File: src/rtl/cbd_pkg.sv
package cbd_pkg;
   localparam int ADDR_W = 16;

   localparam logic [ADDR_W-1:0] IO_BASE   = 16'h4000;
   localparam logic [ADDR_W-1:0] PAD_BASE  = 16'h4016;
   localparam logic [ADDR_W-1:0] CART_BASE = 16'h4018;
   localparam logic [ADDR_W-1:0] DIAG_LAST = 16'h401A;
   localparam int                PAD_CNT   = 2;

   typedef enum logic [2:0] {
      RG_NONE = 3'd0,
      RG_RAM  = 3'd1,
      RG_GFX  = 3'd2,
      RG_SND  = 3'd3,
      RG_CART = 3'd4,
      RG_DIAG = 3'd5,
      RG_OPEN = 3'd6
   } region_e;
endpackage

File: src/rtl/cbd_region_decode.sv
module cbd_region_decode
   import cbd_pkg::*;
(
   input  logic              valid,
   input  logic              rw,
   input  logic [ADDR_W-1:0] addr,
   input  logic              test_eff,
   output region_e           region
);
   logic is_pad;
   assign is_pad = (addr == PAD_BASE) || (addr == PAD_BASE + 16'd1);

   always_comb begin
      region = RG_NONE;
      if (valid) begin
         unique case (addr[15:13])
            3'b000:  region = RG_RAM;
            3'b001:  region = RG_GFX;
            default: begin
               if (addr < CART_BASE) begin
                  if (test_eff && rw && is_pad) region = RG_OPEN;
                  else                          region = RG_SND;
               end else if (test_eff && addr <= DIAG_LAST) begin
                  region = RG_DIAG;
               end else begin
                  region = RG_CART;
               end
            end
         endcase
      end
   end
endmodule

File: src/rtl/cbd_out_latch.sv
module cbd_out_latch #(
   parameter int OUT_W = 3
) (
   input  logic             clk,
   input  logic             rst_n,
   input  logic             load,
   input  logic [OUT_W-1:0] d,
   output logic [OUT_W-1:0] q
);
   always_ff @(posedge clk or negedge rst_n) begin
      if (!rst_n)    q <= '0;
      else if (load) q <= d;
   end

   AST_OUT_LOAD: assert property (@(posedge clk) disable iff (!rst_n)
      load |=> q == $past(d));
   AST_OUT_HOLD: assert property (@(posedge clk) disable iff (!rst_n)
      !load |=> $stable(q));
endmodule

File: src/rtl/cbd_pad_enable.sv
module cbd_pad_enable
   import cbd_pkg::*;
#(
   parameter int PADS = PAD_CNT
) (
   input  logic              clk,
   input  logic              rst_n,
   input  logic              valid,
   input  logic              rw,
   input  logic              test_eff,
   input  logic [ADDR_W-1:0] addr,
   output logic [PADS-1:0]   en_n
);
   logic rd_ok;
   assign rd_ok = valid && rw && !test_eff;

   for (genvar i = 0; i < PADS; i++) begin : g_pad
      localparam logic [ADDR_W-1:0] PAD_ADDR = PAD_BASE + ADDR_W'(i);
      assign en_n[i] = !(rd_ok && addr == PAD_ADDR);
   end

   AST_PAD_ONE: assert property (@(posedge clk) disable iff (!rst_n)
      $countones(~en_n) <= 1);
   AST_PAD_READ_ONLY: assert property (@(posedge clk) disable iff (!rst_n)
      (~en_n != '0) |-> (valid && rw && !test_eff));
endmodule

File: src/rtl/cpu_bus_decoder.sv
module cpu_bus_decoder
   import cbd_pkg::*;
#(
   parameter int RAM_AW       = 11,
   parameter int GFX_AW       = 3,
   parameter int OUT_W        = 3,
   parameter bit HAS_TEST_PIN = 1'b1
) (
   input  logic              clk,
   input  logic              rst_n,
   input  logic              bus_valid,
   input  logic              rw,
   input  logic [15:0]       addr,
   input  logic [OUT_W-1:0]  bus_wdata,
   input  logic              test_mode,
   output logic              ram_sel,
   output logic [RAM_AW-1:0] ram_ofs,
   output logic              gfx_sel,
   output logic [GFX_AW-1:0] gfx_ofs,
   output logic              snd_sel,
   output logic              cart_sel,
   output logic              diag_sel,
   output logic [1:0]        diag_ofs,
   output logic              open_bus,
   output logic [OUT_W-1:0]  out_pins,
   output logic [1:0]        pad_en_n
);
   localparam int RAM_WIN_AW = 13;
   localparam int GFX_WIN_AW = 13;

   initial begin
      if (RAM_AW < 1 || RAM_AW > RAM_WIN_AW)
         $error("RAM_AW must lie in 1..%0d", RAM_WIN_AW);
      if (GFX_AW < 1 || GFX_AW > GFX_WIN_AW)
         $error("GFX_AW must lie in 1..%0d", GFX_WIN_AW);
      if (OUT_W < 1 || OUT_W > 8)
         $error("OUT_W must lie in 1..8");
   end

   logic    test_eff;
   region_e region;
   logic    strobe_wr;

   assign test_eff = HAS_TEST_PIN ? test_mode : 1'b0;

   cbd_region_decode u_region (
      .valid    (bus_valid),
      .rw       (rw),
      .addr     (addr),
      .test_eff (test_eff),
      .region   (region)
   );

   assign ram_sel  = (region == RG_RAM);
   assign gfx_sel  = (region == RG_GFX);
   assign snd_sel  = (region == RG_SND);
   assign cart_sel = (region == RG_CART);
   assign diag_sel = (region == RG_DIAG);
   assign open_bus = (region == RG_OPEN);

   assign ram_ofs  = addr[RAM_AW-1:0];
   assign gfx_ofs  = addr[GFX_AW-1:0];
   assign diag_ofs = addr[1:0];

   assign strobe_wr = bus_valid && !rw && (addr == PAD_BASE);

   cbd_out_latch #(.OUT_W(OUT_W)) u_latch (
      .clk   (clk),
      .rst_n (rst_n),
      .load  (strobe_wr),
      .d     (bus_wdata),
      .q     (out_pins)
   );

   cbd_pad_enable #(.PADS(PAD_CNT)) u_pads (
      .clk      (clk),
      .rst_n    (rst_n),
      .valid    (bus_valid),
      .rw       (rw),
      .test_eff (test_eff),
      .addr     (addr),
      .en_n     (pad_en_n)
   );

   AST_ONE_SELECT: assert property (@(posedge clk) disable iff (!rst_n)
      $onehot0({ram_sel, gfx_sel, snd_sel, cart_sel, diag_sel, open_bus}));
   AST_IDLE_QUIET: assert property (@(posedge clk) disable iff (!rst_n)
      !bus_valid |-> !(ram_sel || gfx_sel || snd_sel || cart_sel || diag_sel || open_bus));
   AST_OPEN_NO_PAD: assert property (@(posedge clk) disable iff (!rst_n)
      open_bus |-> (pad_en_n == 2'b11));
   AST_OPEN_TEST_ONLY: assert property (@(posedge clk) disable iff (!rst_n)
      open_bus |-> (test_mode && rw));
   AST_DIAG_TEST_ONLY: assert property (@(posedge clk) disable iff (!rst_n)
      diag_sel |-> test_mode);
endmodule

File: config.mk
export PLATFORM = sky130hd
export DESIGN_NAME = cpu_bus_decoder
export DESIGN_NICKNAME = d
export VERILOG_FILES = /design/src/rtl/cbd_pkg.sv /design/src/rtl/cbd_region_decode.sv /design/src/rtl/cbd_out_latch.sv /design/src/rtl/cbd_pad_enable.sv /design/src/rtl/cpu_bus_decoder.sv
export SDC_FILE = /design/constraint.sdc
export NUM_CORES = 1
export LEC_CHECK = 0
export ABC_AREA = 1
export BUFFER_PORTS_ARGS = -buffer_cell sky130_fd_sc_hd__buf_4
export CAP_MARGIN = 20
export CORE_MARGIN = 2
export CORE_UTILIZATION = 41
export DETAILED_ROUTE_END_ITERATION = 7
export GPL_TIMING_DRIVEN = 0
export MAX_ROUTING_LAYER = met4
export PLACE_DENSITY = 0.88
export SLEW_MARGIN = 10
export SYNTH_ARGS = -nofsm -noshare
export SYNTH_HDL_FRONTEND = slang
export SYNTH_SLANG_ARGS = --single-unit
export TNS_END_PERCENT = 5
File: constraint.sdc
create_clock -name clk -period 3.9 [get_ports clk]
set_clock_uncertainty 0.1 [all_clocks]
set_input_delay 0.585 -clock clk [delete_from_list [all_inputs] [get_ports clk]]
set_output_delay 0.585 -clock clk [all_outputs]
set_load 0.05 [all_outputs]
==> results by group <==
Outcome
  • Outcome: finished clean

Die
  • Floorplan row count: 13
  • Total die area: around 0.0018 mm²
  • Chip width: around 43 µm
  • Initial core utilization: a little under half
  • Total I/O pin count: 51
  • Core footprint: 0.001350 mm²
  • Die Ht: between 40 and 50 µm

Logic synthesis
  • Synthesized flop and latch total: 3
  • Part of the Yosys area used for sequential elements: about an eighth
  • Syn Std Cell Area: 616.8 µm²
  • Largest area contributor in the synthesized netlist: sky130_fd_sc_hd__buf_4
  • Number of flops mapped to enable cells by yosys: 0
  • Syn_nets: ~140
  • Syn Area/Cell: 5.364 µm²
  • Synth cell types: 16
  • Synth cell count leaders: 23 x sky130_fd_sc_hd__inv_1, 23 x sky130_fd_sc_hd__nand2_1, 19 x sky130_fd_sc_hd__nor2_1
  • Fraction of synthesized cell area taken by the top area cell type: 19.47%
  • Async set-reset flop share out of synthesis: 100.0%
  • Number of warnings reported in the yosys synthesis log: 0
  • Dominant synthesized flop cell: sky130_fd_sc_hd__dfrtp_1
  • Number of instances in the synthesized netlist: 115
  • Cell types with the largest area share after synthesis: sky130_fd_sc_hd__buf_4 19%, sky130_fd_sc_hd__inv_1 14%, sky130_fd_sc_hd__nand2_1 14%, sky130_fd_sc_hd__dfrtp_1 12%, sky130_fd_sc_hd__nor2_1 12%

Worst setup path
  • Peak fanout along the critical path: 3
  • Depth of the worst register-to-register path: 2
  • Register-to-register setup slack: about 3.1 ns
  • Start-to-end type of the worst setup path: primary input to output port
  • Startpoint of the worst-slack reg-to-reg timing path: u_latch.q[2]$_DFFE_PN0P_
  • Worst Setup End Kind: output port
  • Worst r2r dst: u_latch.q[2]$_DFFE_PN0P_
  • Data arrival time of the worst path: around 1.9 ns
  • Required time of the critical path: about 3.2 ns
  • Element type at the critical path start: primary input

Global route
  • Layer with the highest usage: met2
  • Met1 track demand over resource: between 20% and 30%
  • Global routing met3 resource utilization: under 10%
  • Pin count of the biggest net entering global routing: 7
  • Wire length of the first global-routing pass: around 2700 µm
  • Via count of the first global-routing pass: approximately 700
  • Total global routing overflow: 0
  • Grt met2 use: around a third
  • Number of antenna violations at the first check in global routing: 0
  • Global router's overall resource usage: between 10% and 20%

STA
  • Fmax: ~380 MHz
  • # setup viols final: 0
  • Post-layout minimum cycle time: between 2 and 3 ns
  • Tcrit/Tclk final: 66.96%
  • Slew Viols, Final: 0
  • Setup repair after global routing missed its margin: no
  • Worst rel slew slack: between 80% and 90%
  • Worst setup slack after layout: ~1.3 ns
  • Actual slew at the worst max-slew pin: 0.2513 ns
  • Final hold vios: 0
  • Final TNS setup: 0 ns

Clock network
  • Depth of the CTS H-tree: 1
  • Clk sinks: 3
  • Number of buffers created by CTS: 3
  • Max Root-Sink Buffers: 2
  • Clock Latency Late Sink: 0.23 ns
  • Clock tree root driver cell: sky130_fd_sc_hd__clkbuf_4
  • Clock-pin slew on the worst setup and hold paths: 0.04 ns
  • CTS tree: done
  • Count of instances resized after the clock tree is built: 0
  • Post-CTS setup buffer count: 0
  • Number of hold buffers added after cts: 0

Power
  • Static leakage power: about 0.63 nW
  • IR Drop Worst-Case VDD: between 0.0001 and 0.00015 V
  • Power Density: approximately 200 mW/mm²

Detailed routing
  • Via Count: 810
  • Post-route ant nets: 0
  • Per-cell routed wire length: roughly 9 µm
  • Initial DRC Count: 26
  • DRC: 0
  • Final WL: between 1500 and 2000 µm
  • Via/cell ratio: between 4 and 5
  • Router iterations before antenna repair: 4

Final layout
  • Area of the multi-input gates: about 320 µm²
  • Number of flip-flops in the largest register: 3
  • Share of cells above drive strength 1: between 40% and 50%
  • Final non-filler cell area: ~0.0010 mm²
  • Layout overhead on the synthesized area: 68.15%
  • Biggest regs: u_latch.q (3)
  • Number of inserted filler cells in the final layout: 126
  • Top register by number of flip-flops: u_latch.q
  • Final nets: 194
  • Inserted Diodes: 0
  • Area used by sequential logic in the layout: 75.07 µm²

Run
  • Reported max-cap violation count: 0

Hold path
  • Hold Path Class: primary input to asynchronous set/reset pin

Placed design
  • Post-placement setup slack: around 1.3 ns
  • HPWL reported at the end of detailed placement: ~1500 µm
  • Post-detailed-placement cell area: between 0.001 and 0.0015 mm²
  • Final GP Congestion: between 0.7 and 0.8
  • Number of buffer cells added on primary ports: 50
routing by layer:
layer	wire, µm	vias up
li1	-	437
met1	651	331
met2	848	42
met3	181	0
met4	0	0
met5	0	-
cell type report:
cell class              count  area share (%)
repair buffers             50           36.19
multi-input cells          70           31.24
plain buffers              16           11.58
inverters                  26           9.409
flip-flops and latches      3           7.238
clock buffers               4           2.533
well taps                  15           1.809
critical path: stages:
cell	delay (ns)
sky130_fd_sc_hd__buf_4	0.12
sky130_fd_sc_hd__nor2_1	0.14
sky130_fd_sc_hd__nand3_1	0.13
sky130_fd_sc_hd__nor2_1	0.19
sky130_fd_sc_hd__nand4_1	0.13
sky130_fd_sc_hd__nand2_2	0.11
sky130_fd_sc_hd__inv_2	0.05
sky130_fd_sc_hd__nor2_4	0.10
sky130_fd_sc_hd__inv_1	0.06
sky130_fd_sc_hd__nor2_1	0.11
sky130_fd_sc_hd__buf_4	0.21
cells in the final DEF (no fill, tap or decap):
cell type                  count
sky130_fd_sc_hd__buf_4        66
sky130_fd_sc_hd__inv_1        23
sky130_fd_sc_hd__nand2_1      23
sky130_fd_sc_hd__nor2_1       19
sky130_fd_sc_hd__nand3_1       9
sky130_fd_sc_hd__o21ai_0       5
sky130_fd_sc_hd__inv_2         3
sky130_fd_sc_hd__nand2_2       3
sky130_fd_sc_hd__nand4_1       3
sky130_fd_sc_hd__clkbuf_4      3
sky130_fd_sc_hd__dfrtp_1       3
sky130_fd_sc_hd__nor2_2        2
sky130_fd_sc_hd__nor2_4        2
sky130_fd_sc_hd__a21oi_1       1
sky130_fd_sc_hd__nor3_1        1
sky130_fd_sc_hd__nand3b_1      1
sky130_fd_sc_hd__nor4_1        1
sky130_fd_sc_hd__clkbuf_1      1
through the flow:
| step | power (mW) | util, % | cells | hold WS (ns) |
|---|---|---|---|---|
| final | 0.2030 | 76.83 | 184 | 0.03557 |
| after global routing | 0.2154 | 76.83 | 184 | 0.02706 |
| after CTS | 0.2047 | 76.83 | 184 | 0.03161 |
| after detailed placement | 0.1498 | 74.88 | 180 | 0.2738 |
| after global placement | 0.1472 | 74.88 | 180 | 0.2726 |
| after floorplan | 0.1063 | - | 115 | 0.1894 |
worst max-delay path by stage:
stage | startpoint | endpoint | slack, ns | depth (start not counted)
floorplan | addr[11] | cart_sel | 1.21 | 11
global placement | addr[7] | cart_sel | 1.36 | 11
detailed placement | addr[7] | diag_sel | 1.30 | 11
CTS | addr[7] | diag_sel | 1.30 | 11
global route | addr[7] | cart_sel | 1.09 | 11
finish | addr[7] | diag_sel | 1.29 | 11
report_power, final:
part           internal (mW)  switching (mW)
clock                 0.0383          0.0155
combinational         0.0468          0.0711
sequential            0.0313      0.00000339
total                  0.116          0.0866
logic make-up (layout without fill, tap and decap cells):
group	after synthesis	in the layout	synth area share (%)
simple gates	64	64	47.67
compound gates	6	6	4.867
buf+inv	42	96	35.29
flops	3	3	12.17
(Power assumes the default switching activity.)
